`src/rtl/mtk_pkg.sv`:
```
package mtk_pkg;

   localparam int SEC_W   = 6;
   localparam int MIN_W   = 6;
   localparam int HOUR_W  = 5;
   localparam int DAY_W   = 5;
   localparam int MONTH_W = 4;

   function automatic logic [DAY_W-1:0] month_length(input logic [MONTH_W-1:0] month,
                                                     input logic leap);
      logic [DAY_W-1:0] len;
      case (month)
         4'd2:                      len = leap ? 5'd29 : 5'd28;
         4'd4, 4'd6, 4'd9, 4'd11:   len = 5'd30;
         default:                   len = 5'd31;
      endcase
      return len;
   endfunction

endpackage

```
`src/rtl/mtk_zc_filter.sv`:
```
module mtk_zc_filter #(
   parameter int SYNC_STAGES    = 2,
   parameter int SETTLE_SAMPLES = 2
) (
   input  logic clk,
   input  logic srst,
   input  logic en,
   input  logic samp_en,
   input  logic zc_raw,
   output logic cyc_evt
);
   localparam int SW = $clog2(SETTLE_SAMPLES + 1);

   logic [SYNC_STAGES-1:0] sync_q;
   logic                   synced;
   logic                   smp_q;
   logic                   filt_q;
   logic [SW-1:0]          settle_q;
   logic                   armed;
   logic                   fall;
   logic                   evt_q;

   generate
      for (genvar g = 0; g < SYNC_STAGES; g++) begin : g_sync
         if (g == 0) begin : g_first
            always_ff @(posedge clk) begin
               if (srst) sync_q[0] <= 1'b1;
               else      sync_q[0] <= zc_raw;
            end
         end else begin : g_next
            always_ff @(posedge clk) begin
               if (srst) sync_q[g] <= 1'b1;
               else      sync_q[g] <= sync_q[g-1];
            end
         end
      end
   endgenerate

   assign synced = sync_q[SYNC_STAGES-1];
   assign armed  = (settle_q == SW'(SETTLE_SAMPLES));
   assign fall   = samp_en && filt_q && !smp_q && !synced;

   always_ff @(posedge clk) begin
      if (srst) begin
         smp_q    <= 1'b1;
         filt_q   <= 1'b1;
         settle_q <= '0;
         evt_q    <= 1'b0;
      end else begin
         if (samp_en) begin
            smp_q <= synced;
            if (synced == smp_q) filt_q <= synced;
         end
         if (!en)                     settle_q <= '0;
         else if (samp_en && !armed)  settle_q <= settle_q + 1'b1;
         evt_q <= en && armed && fall;
      end
   end

   assign cyc_evt = evt_q;
endmodule

```
`src/rtl/mtk_cycle_divider.sv`:
```
module mtk_cycle_divider #(
   parameter int DIV_LO = 50,
   parameter int DIV_HI = 60
) (
   input  logic clk,
   input  logic srst,
   input  logic sel_hi,
   input  logic cyc_evt,
   output logic sec_tick
);
   localparam int CW = $clog2(DIV_HI + 1);

   logic [CW-1:0] cnt_q;
   logic [CW-1:0] reload;
   logic          tick_q;

   assign reload = sel_hi ? CW'(DIV_HI) : CW'(DIV_LO);

   always_ff @(posedge clk) begin
      if (srst) begin
         cnt_q  <= reload;
         tick_q <= 1'b0;
      end else begin
         tick_q <= 1'b0;
         if (cyc_evt) begin
            if (cnt_q == CW'(1)) begin
               cnt_q  <= reload;
               tick_q <= 1'b1;
            end else begin
               cnt_q  <= cnt_q - 1'b1;
            end
         end
      end
   end

   assign sec_tick = tick_q;
endmodule

```
`src/rtl/mtk_calendar.sv`:
```
module mtk_calendar
   import mtk_pkg::*;
#(
   parameter int YEAR_W      = 12,
   parameter int START_YEAR  = 2000,
   parameter int START_MONTH = 1,
   parameter int START_DAY   = 1,
   parameter int START_HOUR  = 0,
   parameter int START_MIN   = 0,
   parameter int START_SEC   = 0
) (
   input  logic               clk,
   input  logic               srst,
   input  logic               sec_tick,
   output logic [SEC_W-1:0]   cal_sec,
   output logic [MIN_W-1:0]   cal_min,
   output logic [HOUR_W-1:0]  cal_hour,
   output logic [DAY_W-1:0]   cal_day,
   output logic [MONTH_W-1:0] cal_month,
   output logic [YEAR_W-1:0]  cal_year
);
   logic [SEC_W-1:0]   sec_q;
   logic [MIN_W-1:0]   min_q;
   logic [HOUR_W-1:0]  hour_q;
   logic [DAY_W-1:0]   day_q;
   logic [MONTH_W-1:0] month_q;
   logic [YEAR_W-1:0]  year_q;
   logic               leap;
   logic [DAY_W-1:0]   last_day;

   assign leap     = (year_q[1:0] == 2'b00);
   assign last_day = month_length(month_q, leap);

   always_ff @(posedge clk) begin
      if (srst) begin
         sec_q   <= SEC_W'(START_SEC);
         min_q   <= MIN_W'(START_MIN);
         hour_q  <= HOUR_W'(START_HOUR);
         day_q   <= DAY_W'(START_DAY);
         month_q <= MONTH_W'(START_MONTH);
         year_q  <= YEAR_W'(START_YEAR);
      end else if (sec_tick) begin
         if (sec_q != SEC_W'(59)) begin
            sec_q <= sec_q + 1'b1;
         end else begin
            sec_q <= '0;
            if (min_q != MIN_W'(59)) begin
               min_q <= min_q + 1'b1;
            end else begin
               min_q <= '0;
               if (hour_q != HOUR_W'(23)) begin
                  hour_q <= hour_q + 1'b1;
               end else begin
                  hour_q <= '0;
                  if (day_q != last_day) begin
                     day_q <= day_q + 1'b1;
                  end else begin
                     day_q <= DAY_W'(1);
                     if (month_q != MONTH_W'(12)) begin
                        month_q <= month_q + 1'b1;
                     end else begin
                        month_q <= MONTH_W'(1);
                        year_q  <= year_q + 1'b1;
                     end
                  end
               end
            end
         end
      end
   end

   assign cal_sec   = sec_q;
   assign cal_min   = min_q;
   assign cal_hour  = hour_q;
   assign cal_day   = day_q;
   assign cal_month = month_q;
   assign cal_year  = year_q;
endmodule

```
`src/rtl/mains_timekeeper.sv`:
```
module mains_timekeeper
   import mtk_pkg::*;
#(
   parameter int DIV_LO         = 50,
   parameter int DIV_HI         = 60,
   parameter int SYNC_STAGES    = 2,
   parameter int SETTLE_SAMPLES = 2,
   parameter int YEAR_W         = 12,
   parameter int START_YEAR     = 2000,
   parameter int START_MONTH    = 1,
   parameter int START_DAY      = 1,
   parameter int START_HOUR     = 0,
   parameter int START_MIN      = 0,
   parameter int START_SEC      = 0
) (
   input  logic              clk,
   input  logic              srst,
   input  logic              en,
   input  logic              samp_en,
   input  logic              zc_in,
   input  logic              sel_60,
   output logic              cyc_evt,
   output logic              sec_tick,
   output logic [5:0]        cal_sec,
   output logic [5:0]        cal_min,
   output logic [4:0]        cal_hour,
   output logic [4:0]        cal_day,
   output logic [3:0]        cal_month,
   output logic [YEAR_W-1:0] cal_year
);
   if (DIV_LO < 1 || DIV_HI < 1) begin : g_bad_div
      $error("mains_timekeeper: divisors must be at least 1");
   end
   if (SYNC_STAGES < 2) begin : g_bad_sync
      $error("mains_timekeeper: synchronizer needs two or more stages");
   end
   if (SETTLE_SAMPLES < 1) begin : g_bad_settle
      $error("mains_timekeeper: settle window must be at least one sample");
   end
   if (START_MONTH < 1 || START_MONTH > 12 || START_DAY < 1 || START_DAY > 31) begin : g_bad_date
      $error("mains_timekeeper: start date out of range");
   end
   if (YEAR_W < 2) begin : g_bad_year
      $error("mains_timekeeper: year field too narrow");
   end

   logic evt_w;
   logic tick_w;

   mtk_zc_filter #(
      .SYNC_STAGES   (SYNC_STAGES),
      .SETTLE_SAMPLES(SETTLE_SAMPLES)
   ) u_filter (
      .clk    (clk),
      .srst   (srst),
      .en     (en),
      .samp_en(samp_en),
      .zc_raw (zc_in),
      .cyc_evt(evt_w)
   );

   mtk_cycle_divider #(
      .DIV_LO(DIV_LO),
      .DIV_HI(DIV_HI)
   ) u_div (
      .clk     (clk),
      .srst    (srst),
      .sel_hi  (sel_60),
      .cyc_evt (evt_w),
      .sec_tick(tick_w)
   );

   mtk_calendar #(
      .YEAR_W     (YEAR_W),
      .START_YEAR (START_YEAR),
      .START_MONTH(START_MONTH),
      .START_DAY  (START_DAY),
      .START_HOUR (START_HOUR),
      .START_MIN  (START_MIN),
      .START_SEC  (START_SEC)
   ) u_cal (
      .clk      (clk),
      .srst     (srst),
      .sec_tick (tick_w),
      .cal_sec  (cal_sec),
      .cal_min  (cal_min),
      .cal_hour (cal_hour),
      .cal_day  (cal_day),
      .cal_month(cal_month),
      .cal_year (cal_year)
   );

   assign cyc_evt  = evt_w;
   assign sec_tick = tick_w;
endmodule

```
`config.mk`:
```
export PLATFORM = sky130hd
export DESIGN_NAME = mains_timekeeper
export DESIGN_NICKNAME = d
export VERILOG_FILES = /design/src/rtl/mtk_pkg.sv /design/src/rtl/mtk_zc_filter.sv /design/src/rtl/mtk_cycle_divider.sv /design/src/rtl/mtk_calendar.sv /design/src/rtl/mains_timekeeper.sv
export SDC_FILE = /design/constraint.sdc
export NUM_CORES = 1
export LEC_CHECK = 0
export BUFFER_PORTS_ARGS = -buffer_cell sky130_fd_sc_hd__buf_2
export CORE_MARGIN = 4
export CORE_UTILIZATION = 49
export DETAILED_ROUTE_END_ITERATION = 8
export PLACE_DENSITY = 0.82
export SLEW_MARGIN = 15
export SYNTH_ARGS = -nofsm -noshare
export SYNTH_HDL_FRONTEND = slang
export SYNTH_SLANG_ARGS = --single-unit
```
`constraint.sdc`:
```
create_clock -name clk -period 3 [get_ports clk]
set_input_delay 0.45 -clock clk [delete_from_list [all_inputs] [get_ports clk]]
set_output_delay 0.45 -clock clk [all_outputs]
set_load 0.005 [all_outputs]
```
==> impl_metrics.py <==
metrics = {
    "outcome": {
        "outcome": "complete, no violations",
    },
    "clocking": {
        "post_cts_buffers": 0,
        "clk_path_buf_depth": 2,
        "ctsResizeCount": 0,
        "clk_latency_ns": 0.31,
        "root_buffer": "clkbuf_8",
        "cts.clk_slew.worst_paths_ns": 0.10,
        "clock_sinks": 52,
        "numCtsBuffers": 5,
        "cts_tree": "built",
        "htree_levels": 2,
        "postCtsHoldBufs": 0,
    },
    "timing": {
        "rsz0062_at_grt": "false",
        "fin_crit_sh_pct": 83.5,
        "timing.fmax_mhz": 399,
        "final_max_slew_viol_count": 0,
        "min_period_ns": 2.50,
        "hold_viol": 0,
        "tns_ns": 0,
        "tightest_slew_ns": 0.780,
        "slew_headroom_pct": 47.8,
        "finalSetupViolations": 0,
        "hold_ws_ns": 0.317,
        "finClkSkew_ns": 0.00284,
    },
    "power": {
        "vdd_drop_max_v": 0.000270,
        "seqPwrFrac_pct": 60.7,
        "p_int_w": 0.000903,
        "comb_power_share_pct": 4.3,
        "clockPowerShare_pct": 35.0,
        "p_sw_share_pct": 23.6,
        "power_switching_w": 0.000280,
        "leakagePower_nw": 1.30,
        "power_density_mw_per_mm2": 376,
    },
    "critical_path": {
        "start_kind": "flip-flop",
        "end_kind": "flip-flop",
        "path_cells": "inv_1, ha_1, o21ai_0, o22ai_1, a41oi_1, a2111oi_2, mux2_1",
        "cp_max_fo": 7,
        "cp_top_family": "compound AO/OA/AOI/OAI gates",
        "cp_num_buf_inv": 1,
        "path_class": "flip-flop to flip-flop",
        "cp.required_ns": 3.21,
        "r2r_slack_ns": 0.50,
        "max_stage_delay_ns": 0.48,
        "startpoint": "u_cal.cal_month[0]",
        "r2r_start": "u_cal.cal_month[0]",
        "r2r_cells": 7,
        "reg2reg_to": "u_cal.cal_year[11]",
        "worstPathArrival_ns": 2.71,
        "cp_slowest_cell": "o22ai_1",
    },
    "floorplan": {
        "dieArea_mm2": 0.00692,
        "die_w_um": 83.2,
        "initial_core_util_pct": 50.3,
        "coreArea_mm2": 0.00551,
        "rows": 27,
        "die_h_um": 83.2,
        "ioPinCount": 46,
    },
    "drt": {
        "ant_nets": 0,
        "drc": 0,
        "detail_route.wl_per_cell_um": 14.2,
        "avgViaCountPerCell": 5.72,
        "num_vias": 2395,
        "dr.first_iter.drc_count": 124,
        "first_pass_iters": 4,
        "drt_wl_total_um": 5960,
    },
    "yosys": {
        "synthArstFlopShare_pct": 0,
        "seq_area_frac_synth_pct": 39.7,
        "yosysWarnings": 0,
        "synth-seq-cells": 52,
        "syn_area_mm2": 0.00277,
        "synth_simple_gate_area_share_pct": 27.0,
        "synth_edf_count": 6,
        "muxShareOfSynthArea_pct": 3.66,
        "syn-num-nets": 324,
        "synthFlopType": "dfxtp_1",
        "synth_area_per_cell_um2": 9.09,
        "synth_top_family_by_area": "simple AND/OR/NAND/NOR gates",
        "synth_compound_area_share_pct": 14.2,
        "synthAdderAreaFrac_pct": 5.87,
        "synth_cells": 305,
        "synth_cell_types": 57,
        "synth_xor_area_share_pct": 5.37,
    },
    "min_path": {
        "min_path_cells": 2,
        "hold-path-endpoint": "u_filter.sync_q[0]",
        "hold_start": "zc_in",
        "hold_class": "input port to flip-flop",
    },
    "finish": {
        "area_growth_pct": 13.5,
        "fin_cells": 419,
        "n_antenna_cell": 0,
        "drive_gt1_share_pct": 21.3,
        "nets": 365,
    },
    "grt": {
        "grt_max_degree": 26,
        "antenna_found_initial": 0,
        "grt_pass1_wl_um": 10600,
        "grt-ovfl-total": 0,
        "grt_usage_pct": 17.8,
        "grt_pass1_vias": 2319,
    },
    "flow_run": {
        "maxCapViolations": 0,
    },
    "placed_design": {
        "gp_congestion": 0.825,
        "port_buffers": 45,
        "hpwl_um": 4410,
        "dp_cells": 411,
    },
}
cells by family after synthesis:
family / count (synthesis)
buffers and inverters: 26
AND/OR/NAND/NOR: 131
multiplexers: 10
adder cells (fa/ha/maj): 13
AO/OA/AOI/OAI: 56
flip-flops: 52
XOR/XNOR: 17
worst max-delay path by stage:
stage | end | slack, ns | cells past startpoint
2_1_floorplan | u_cal.cal_year[11] | 0.70 | 7
3_3_place_gp | u_cal.cal_month[3] | 0.38 | 7
3_5_place_dp | u_cal.cal_month[3] | 0.24 | 7
4_1_cts | u_cal.cal_month[3] | 0.21 | 7
5_1_grt | u_cal.cal_day[2] | 0.22 | 7
6_report | u_cal.cal_year[11] | 0.50 | 7
metal layers:
layer | global-route usage [%] | vias to the layer above | routed length (um)
met2 | 31.9 | 61 | 2960
li1 | - | 1197 | -
met4 | 4.75 | 0 | 70
met3 | 3.67 | 10 | 325
met1 | 21.3 | 1127 | 2600
met5 | 0 | - | 0
registers in the layout (all words and copies together), names as in the netlist:
signal             cells
u_cal.cal_sec          6
u_filter.settle_q      2
u_div.cnt_q            6
u_cal.cal_day          5
u_div.sec_tick         1
u_cal.cal_month        4
u_filter.cyc_evt       1
u_filter.sync_q        1
u_filter.smp_q         1
u_filter.filt_q        1
u_filter.synced        1
u_cal.cal_hour         5
u_cal.cal_min          6
u_cal.cal_year        12
layout make-up:
type                       count  area, um2
multi-input combinational    227       1570
clock inverter                 3       25.0
sequential                    52       1100
inverter                      12       45.0
fill                         478       2360
tap                           72       90.1
timing repair buffer          48        248
clock buffer                   5       68.8
synth_stat cells, drive strengths merged (2+ instances only):
master    n  area [um2]
or3       3        18.8
nor4      4        40.0
nor2     24        90.1
nor3     15        80.1
a2111oi   4        41.3
o311ai    3        26.3
ha       13         163
nor2b     8        50.1
and2      6        37.5
nand3    12        60.1
mux2i     9        90.1
and3      7        43.8
buf       7        45.0
o31ai     4        30.0
nand2    21        83.8
o21ai    11        55.1
clkbuf    7        26.3
inv      12        45.0
a31oi     3        18.8
a21oi    14        70.1
nand4b    3        47.5
nand4    11        68.8
xor2     11        96.3
dfxtp    46         921
a31o      2        17.5
or2       7        43.8
edfxtp    6         180
nand2b    2        12.5
o41a      3        33.8
and4      2        17.5
xnor2     6        52.6
o41ai     3        26.3
a211oi    2        15.0
power by group through the flow:
stage,clock (W),combinational [W],sequential [W]
6_report,0.000414,0.0000512,0.000718
5_1_grt,0.000457,0.0000601,0.000719
4_1_cts,0.000430,0.0000519,0.000718
3_5_place_dp,0,0.0000515,0.000734
3_3_place_gp,0,0.0000500,0.000734
2_1_floorplan,0,0.0000379,0.000733
metrics by stage:
step | util [%] | setup WS, ns | instance area [um2] | total power (W)
floorplan | - | 0.701 | 2770 | 0.000771
global placement | 55.3 | 0.384 | 3040 | 0.000784
detailed placement | 55.3 | 0.236 | 3040 | 0.000786
CTS | 57.0 | 0.214 | 3140 | 0.00120
global route | 57.1 | 0.218 | 3140 | 0.00124
finish | 57.1 | 0.496 | 3140 | 0.00118
cell usage in the layout, fill, tap and decap left out, drive strengths merged, types with 11 or more instances in the layout:
cell,count
a21oi,14
inv,14
nand4,11
nand3,12
nand2,21
xor2,11
dfxtp,46
nor3,15
nor2,24
buf,48
ha,13
o21ai,11
No activity file was read; power rests on OpenSTA's default activity.
